`src/rtl/bcs_pkg.sv`:
```
package bcs_pkg;
  typedef enum logic [2:0] {
    PH_IDLE  = 3'd0,
    PH_ADDR  = 3'd1,
    PH_SETUP = 3'd2,
    PH_WAIT  = 3'd3,
    PH_DATA  = 3'd4,
    PH_DONE  = 3'd5
  } phase_e;
endpackage

```
`src/rtl/bcs_phase_fsm.sv`:
```
module bcs_phase_fsm
  import bcs_pkg::*;
#(
  parameter int MAX_WAIT = 7
) (
  input  logic   clk,
  input  logic   rst_n,
  input  logic   start,
  input  logic   ready_in,
  output phase_e phase,
  output logic   err
);
  localparam int WCW = (MAX_WAIT > 0) ? $clog2(MAX_WAIT + 1) : 1;
  localparam logic [WCW-1:0] LIM = WCW'((MAX_WAIT > 0) ? MAX_WAIT - 1 : 0);
  localparam logic BOUNDED = (MAX_WAIT > 0);

  phase_e         phase_q, phase_d;
  logic [WCW-1:0] wcnt_q, wcnt_d;
  logic           err_q, err_d;
  logic           limit_hit;

  assign limit_hit = BOUNDED && (wcnt_q == LIM);

  always_comb begin
    phase_d = phase_q;
    wcnt_d  = wcnt_q;
    err_d   = err_q;
    unique case (phase_q)
      PH_IDLE: if (start) begin
        phase_d = PH_ADDR;
        err_d   = 1'b0;
      end
      PH_ADDR:  phase_d = PH_SETUP;
      PH_SETUP: begin
        wcnt_d  = '0;
        phase_d = ready_in ? PH_DATA : PH_WAIT;
      end
      PH_WAIT: begin
        if (ready_in) begin
          phase_d = PH_DATA;
        end else if (limit_hit) begin
          phase_d = PH_DATA;
          err_d   = 1'b1;
        end else begin
          wcnt_d  = wcnt_q + 1'b1;
        end
      end
      PH_DATA:  phase_d = PH_DONE;
      PH_DONE:  phase_d = PH_IDLE;
      default:  phase_d = PH_IDLE;
    endcase
  end

  always_ff @(posedge clk or negedge rst_n) begin
    if (!rst_n) begin
      phase_q <= PH_IDLE;
      wcnt_q  <= '0;
      err_q   <= 1'b0;
    end else begin
      phase_q <= phase_d;
      wcnt_q  <= wcnt_d;
      err_q   <= err_d;
    end
  end

  assign phase = phase_q;
  assign err   = err_q;

  // a low sample at the end of setup inserts a wait phase
  a_r7_low_gives_wait: assert property (@(posedge clk) disable iff (!rst_n)
    (phase_q == PH_SETUP && !ready_in) |=> (phase_q == PH_WAIT));
  // a high sample at the end of a wait phase leads into the data phase
  a_r7_high_ends_wait: assert property (@(posedge clk) disable iff (!rst_n)
    (phase_q == PH_WAIT && ready_in) |=> (phase_q == PH_DATA && !err_q));
  // the wait counter never passes the bound
  a_r11_wait_bound: assert property (@(posedge clk) disable iff (!rst_n)
    (phase_q == PH_WAIT && BOUNDED) |-> (wcnt_q <= LIM));
  // the address phase is always followed by the setup phase
  a_r2_addr_then_setup: assert property (@(posedge clk) disable iff (!rst_n)
    (phase_q == PH_ADDR) |=> (phase_q == PH_SETUP));
endmodule

```
`src/rtl/bcs_req_hold.sv`:
```
module bcs_req_hold
  import bcs_pkg::*;
#(
  parameter int AW = 20,
  parameter int DW = 16
) (
  input  logic          clk,
  input  logic          rst_n,
  input  logic          start,
  input  phase_e        phase,
  input  logic [AW-1:0] req_addr,
  input  logic          req_mem,
  input  logic          req_write,
  input  logic [DW-1:0] req_wdata,
  input  logic [DW-1:0] ad_in,
  output logic [AW-1:0] addr,
  output logic          mem,
  output logic          write,
  output logic [DW-1:0] wdata,
  output logic [DW-1:0] rdata
);
  logic cap_en;

  assign cap_en = (phase == PH_DATA) && !write;

  always_ff @(posedge clk or negedge rst_n) begin
    if (!rst_n) begin
      addr  <= '0;
      mem   <= 1'b0;
      write <= 1'b0;
      wdata <= '0;
    end else if (start) begin
      addr  <= req_addr;
      mem   <= req_mem;
      write <= req_write;
      wdata <= req_wdata;
    end
  end

  always_ff @(posedge clk or negedge rst_n) begin
    if (!rst_n) begin
      rdata <= '0;
    end else if (cap_en) begin
      rdata <= ad_in;
    end
  end

  // read data changes only on the edge that closes a data phase
  a_r9_capture_time: assert property (@(posedge clk) disable iff (!rst_n)
    (phase != PH_DATA) |=> $stable(rdata));
endmodule

```
`src/rtl/bcs_pin_decode.sv`:
```
module bcs_pin_decode
  import bcs_pkg::*;
#(
  parameter int AW = 20,
  parameter int DW = 16
) (
  input  logic             clk,
  input  logic             rst_n,
  input  phase_e           phase,
  input  logic [AW-1:0]    addr,
  input  logic             mem,
  input  logic             write,
  input  logic [DW-1:0]    wdata,
  output logic             ale,
  output logic             rd_n,
  output logic             wr_n,
  output logic             den_n,
  output logic             dtr,
  output logic             mio,
  output logic [AW-DW-1:0] a_hi,
  output logic             ad_oe,
  output logic [DW-1:0]    ad_out
);
  logic active, strobe_win;

  assign active     = (phase != PH_IDLE);
  assign strobe_win = (phase == PH_SETUP) || (phase == PH_WAIT) || (phase == PH_DATA);

  always_comb begin
    ale    = (phase == PH_ADDR);
    rd_n   = !(strobe_win && !write);
    wr_n   = !(strobe_win && write);
    den_n  = !strobe_win;
    dtr    = active ? write : 1'b1;
    mio    = active && mem;
    a_hi   = active ? addr[AW-1:DW] : '0;
    ad_oe  = 1'b0;
    ad_out = '0;
    if (phase == PH_ADDR) begin
      ad_oe  = 1'b1;
      ad_out = addr[DW-1:0];
    end else if (active && write) begin
      ad_oe  = 1'b1;
      ad_out = wdata;
    end
  end

  // read and write strobes never both low
  a_r5_strobe_excl: assert property (@(posedge clk) disable iff (!rst_n)
    !(!rd_n && !wr_n));
  // bus outputs are held through a wait phase
  a_r8_wait_hold: assert property (@(posedge clk) disable iff (!rst_n)
    (phase == PH_WAIT) |-> ($stable(rd_n) && $stable(wr_n) && $stable(den_n)
      && $stable(ad_oe) && $stable(ad_out) && $stable(dtr) && $stable(mio)));
  // shared lines are released while reading past the address phase
  a_r4_read_release: assert property (@(posedge clk) disable iff (!rst_n)
    (!rd_n) |-> !ad_oe);
endmodule

```
`src/rtl/bus_cycle_seq.sv`:
```
module bus_cycle_seq
  import bcs_pkg::*;
#(
  parameter int AW       = 20,
  parameter int DW       = 16,
  parameter int MAX_WAIT = 7
) (
  input  logic             clk,
  input  logic             rst_n,
  input  logic             req_valid,
  output logic             req_ready,
  input  logic [AW-1:0]    req_addr,
  input  logic             req_mem,
  input  logic             req_write,
  input  logic [DW-1:0]    req_wdata,
  output logic             done,
  output logic [DW-1:0]    rdata,
  output logic             wait_err,
  input  logic             ready_in,
  output logic             ale,
  output logic             rd_n,
  output logic             wr_n,
  output logic             den_n,
  output logic             dtr,
  output logic             mio,
  output logic [AW-DW-1:0] a_hi,
  output logic             ad_oe,
  output logic [DW-1:0]    ad_out,
  input  logic [DW-1:0]    ad_in
);
  logic          rs_meta, rs_n;
  phase_e        phase;
  logic          err, start;
  logic [AW-1:0] h_addr;
  logic          h_mem, h_write;
  logic [DW-1:0] h_wdata;

  always_ff @(posedge clk or negedge rst_n) begin
    if (!rst_n) begin
      rs_meta <= 1'b0;
      rs_n    <= 1'b0;
    end else begin
      rs_meta <= 1'b1;
      rs_n    <= rs_meta;
    end
  end

  assign req_ready = (phase == PH_IDLE);
  assign start     = req_valid && req_ready;
  assign done      = (phase == PH_DONE);
  assign wait_err  = done && err;

  bcs_phase_fsm #(.MAX_WAIT(MAX_WAIT)) u_fsm (
    .clk(clk), .rst_n(rs_n), .start(start), .ready_in(ready_in),
    .phase(phase), .err(err)
  );

  bcs_req_hold #(.AW(AW), .DW(DW)) u_hold (
    .clk(clk), .rst_n(rs_n), .start(start), .phase(phase),
    .req_addr(req_addr), .req_mem(req_mem), .req_write(req_write),
    .req_wdata(req_wdata), .ad_in(ad_in),
    .addr(h_addr), .mem(h_mem), .write(h_write), .wdata(h_wdata),
    .rdata(rdata)
  );

  bcs_pin_decode #(.AW(AW), .DW(DW)) u_pins (
    .clk(clk), .rst_n(rs_n), .phase(phase), .addr(h_addr), .mem(h_mem),
    .write(h_write), .wdata(h_wdata), .ale(ale), .rd_n(rd_n), .wr_n(wr_n),
    .den_n(den_n), .dtr(dtr), .mio(mio), .a_hi(a_hi), .ad_oe(ad_oe),
    .ad_out(ad_out)
  );

  // done lasts one clock and is followed by idle
  a_r10_done_pulse: assert property (@(posedge clk) disable iff (!rs_n)
    done |=> (!done && req_ready));
  // an accepted request opens an address phase with the latch strobe
  a_r2_start_ale: assert property (@(posedge clk) disable iff (!rs_n)
    start |=> (ale && !req_ready));
endmodule

```
`config.mk`:
```
export PLATFORM = sky130hd
export DESIGN_NAME = bus_cycle_seq
export DESIGN_NICKNAME = d
export VERILOG_FILES = /design/src/rtl/bcs_pkg.sv /design/src/rtl/bcs_phase_fsm.sv /design/src/rtl/bcs_req_hold.sv /design/src/rtl/bcs_pin_decode.sv /design/src/rtl/bus_cycle_seq.sv
export SDC_FILE = /design/constraint.sdc
export NUM_CORES = 1
export LEC_CHECK = 0
export BUFFER_PORTS_ARGS = -buffer_cell sky130_fd_sc_hd__clkbuf_2
export CAP_MARGIN = 20
export CORE_UTILIZATION = 45
export DETAILED_ROUTE_END_ITERATION = 7
export MAX_ROUTING_LAYER = met4
export PLACE_DENSITY = 0.85
export SYNTH_ARGS = -nofsm -noshare
export SYNTH_HDL_FRONTEND = slang
export SYNTH_SLANG_ARGS = --single-unit
```
`constraint.sdc`:
```
create_clock -name clk -period 1.8 [get_ports clk]
set_input_delay 0.09 -clock clk [delete_from_list [all_inputs] [get_ports clk]]
set_output_delay 0.09 -clock clk [all_outputs]
set_load 0.01 [all_outputs]
```
==> run summary <==
startpoint types = flip-flop
total gr overflow = 0
WL per Instance = 14.83 um
R2R depth = 5
prevailing post-synth register cell = dfrtp_1
Syn Inst Count = 207
global-route wire length before repair = 10920 um
post-synth net total = 267
Core Region = 6026 um2
PD cells = 1742 nW/um2
Leak = 2.144 nW
Placed Area = 3538 um2
Slew Limit Headroom = 62.22%
Max FO, Critical Path = 4
vias per std cell = 4.838
Worst setup endpoint = rd_n
Final Skew = 0.009718 ns
fillers = 405
HP Class = input pin to flip-flop
crit path kind = flip-flop to output port
I/O Buffers = 103
initial antenna violation count = 0
failing checks = setup timing
I/O pin total = 104
EDFF count, synth = 0
Worst Path Buf+Inv = 2
Top delay family on crit path = simple AND/OR/NAND/NOR gates
post-route insts no fill = 469
Crit. path cell count = 5
Clk pwr share = 17.8%
CTS tree = built
vias in the first global route = 2301
r2r startpoint = u_fsm.phase[1]
GRT Total Usage = 23.05%
Starting Density = 47.70%
Routed Antenna Nets = 0
NetSw = 0.002632 W
top cells by area, synth = dfrtp_1, mux2_2, mux2i_1
clock root cell = clkbuf_8
P_int = 0.005114 W
total power = 0.007746 W
Sequential cell area = 1582 um2
Pre-antenna DRT Iters = 4
Final TNS setup = -0.04074 ns
Least-Margin Pin Slew = 0.5666 ns
yosys warns = 0
Hold Path Depth = 2
Yosys reg bits = 63
post-synth top area cell = dfrtp_1
area grow syn2layout = 54.68%
critical path required time = 1.71 ns
die width = 81.92 um
internal reg-to-reg setup slack = 0.11 ns
switch share = 33.98%
GP Congestion = 0.7225
Final #Nets = 449
worst vdd ir = 0.001063 V
Final Core Density = 73.77%
full die area = 6710 um2
register area share after synthesis = 54.85%
synthesized area = 2874 um2
Comb pwr share = 49.7%
CP Launch Point = u_fsm.phase[1]
area share of the largest cell type after synthesis = 54.85%
Slew Viols, Final = 0
RR Endpoint = u_hold.rdata[4]
Post-Place Cells = 385
RSZ-0062 raised after global routing = yes
total of max-cap violations = 0
DRC errors left = 0
H-tree Lvls = 3
Sequential Power Share = 32.4%
Period minus WS final = 1.841 ns
clk sinks = 63
Die Ht = 81.92 um
Clock transition at path regs = 0.07 ns
Final Hold Fails = 0
fmax = 543.3 MHz
design area = 4446 um2
crit end category = output port
DP HPWL = 4200 um
Final WS setup = -0.04074 ns
crit-path max cell delay = 0.44 ns
share of layout cells above drive strength 1 = 52.79%
row count = 28
worst skew pair latency = 0.33 ns
TritonCTS Buffers = 9
largest net degree at the start of global routing = 28
Cell variety after synth = 38
Avg Synthesized Cell Area = 13.88 um2
Antenna Cells = 0
outcome = complete, but fails checks
Via Count = 2269
CP cell instances = buf_6, or3b_4, and2_4, or2_1, clkbuf_2
Slowest cell on crit path = dfrtp_2
area of the multi-input gates = 1205 um2
CTS max path bufs = 2
ys async rst share = 100.0%
fin crit share = 102.3%
Detailed Route WL = 6956 um
Final Setup Violations = 1
drt initial violations = 55
Arr. time, crit path = 1.75 ns
-- area by class of cell --
type                    count  share of cell area (%)
inverters                   4                  0.3377
flip-flops and latches     63                   35.58
well taps                  75                   2.111
clock buffers              13                   3.574
multi-input cells         130                   27.10
repair buffers            181                   29.83
clock inverters             3                   1.464
-- cells in the mapped netlist (4+ instances only) --
cell type and instances:
dfrtp_1 63, inv_1 4, mux2_2 45, mux2_4 9
mux2i_1 16, nor2_1 18
-- repair_timing --
item,CTS,global route
hold buffers,53,1
buffers inserted,11,3
setup endpoints to repair,19,19
pin swaps,1,0
endpoints found under the hold margin,54,1
gates resized for setup,7,5
-- through the flow --
step                hold WS (ns)  setup WS, ns
finish                   0.02020      -0.04074
global route            0.003978       -0.1045
CTS                    0.0003739      -0.05352
detailed placement       -0.1182        0.1564
global placement         -0.1229        0.1938
floorplan                -0.2056        0.1352
-- placed cells by master, fill, tap and decap left out, types with 3 or more instances in the layout --
master | synthesis | layout
dfrtp_2 | 0 | 4
buf_12 | 1 | 6
mux2_2 | 45 | 45
a21oi_1 | 3 | 3
dlygate4sd3_1 | 0 | 54
nor2_1 | 18 | 18
nand3_1 | 3 | 3
mux2_4 | 9 | 9
clkbuf_8 | 0 | 11
nor2b_1 | 3 | 3
buf_6 | 3 | 4
clkbuf_2 | 0 | 103
dfrtp_1 | 63 | 59
and2b_1 | 3 | 3
inv_1 | 4 | 4
buf_4 | 3 | 14
mux2i_1 | 16 | 16
-- registers in the layout, summed over array words and instances, names as in the netlist --
register	flops
rs_meta	1
rs_n	1
u_fsm.err	1
u_fsm.phase	3
u_fsm.wcnt_q	3
u_hold.addr	20
u_hold.mem	1
u_hold.rdata	16
u_hold.wdata	16
u_hold.write	1
-- kinds of logic (layout without fill, tap and decap cells) --
group | Yosys count | in the layout | share of synthesized area, %
mux | 70 | 70 | 27.91
flops | 63 | 63 | 54.85
simple gates | 46 | 46 | 9.796
buf+inv | 14 | 201 | 4.048
compound gates | 11 | 11 | 2.395
fa+ha+maj | 2 | 2 | 0.8706
other cells | 1 | 1 | 0.1305
-- metal layers --
layer  part of all wire, %  GRT usage [%]
met1                    42          27.21
met2                    53          38.35
met3                   3.8          6.444
met4                   1.3          6.667
met5                     0              -
-- worst min-delay path by stage --
stage / to / start / slack (ns)
detailed placement: rs_meta / rst_n / -0.12
floorplan: rs_meta / rst_n / -0.21
CTS: u_hold.wdata[11] / req_wdata[11] / 0.0004
global route: u_hold.wdata[2] / req_wdata[2] / 0.004
global placement: rs_meta / rst_n / -0.12
finish: u_hold.wdata[2] / req_wdata[2] / 0.02
-- power groups by stage --
stage	registers, W	clock network [W]	logic (W)
2_1_floorplan	0.00253	0	0.00221
3_3_place_gp	0.00251	0	0.00326
3_5_place_dp	0.00256	0	0.00335
4_1_cts	0.00251	0.00142	0.00373
5_1_grt	0.00261	0.00149	0.00413
6_report	0.00251	0.00138	0.00385
Power figures use the tool's default switching activity.
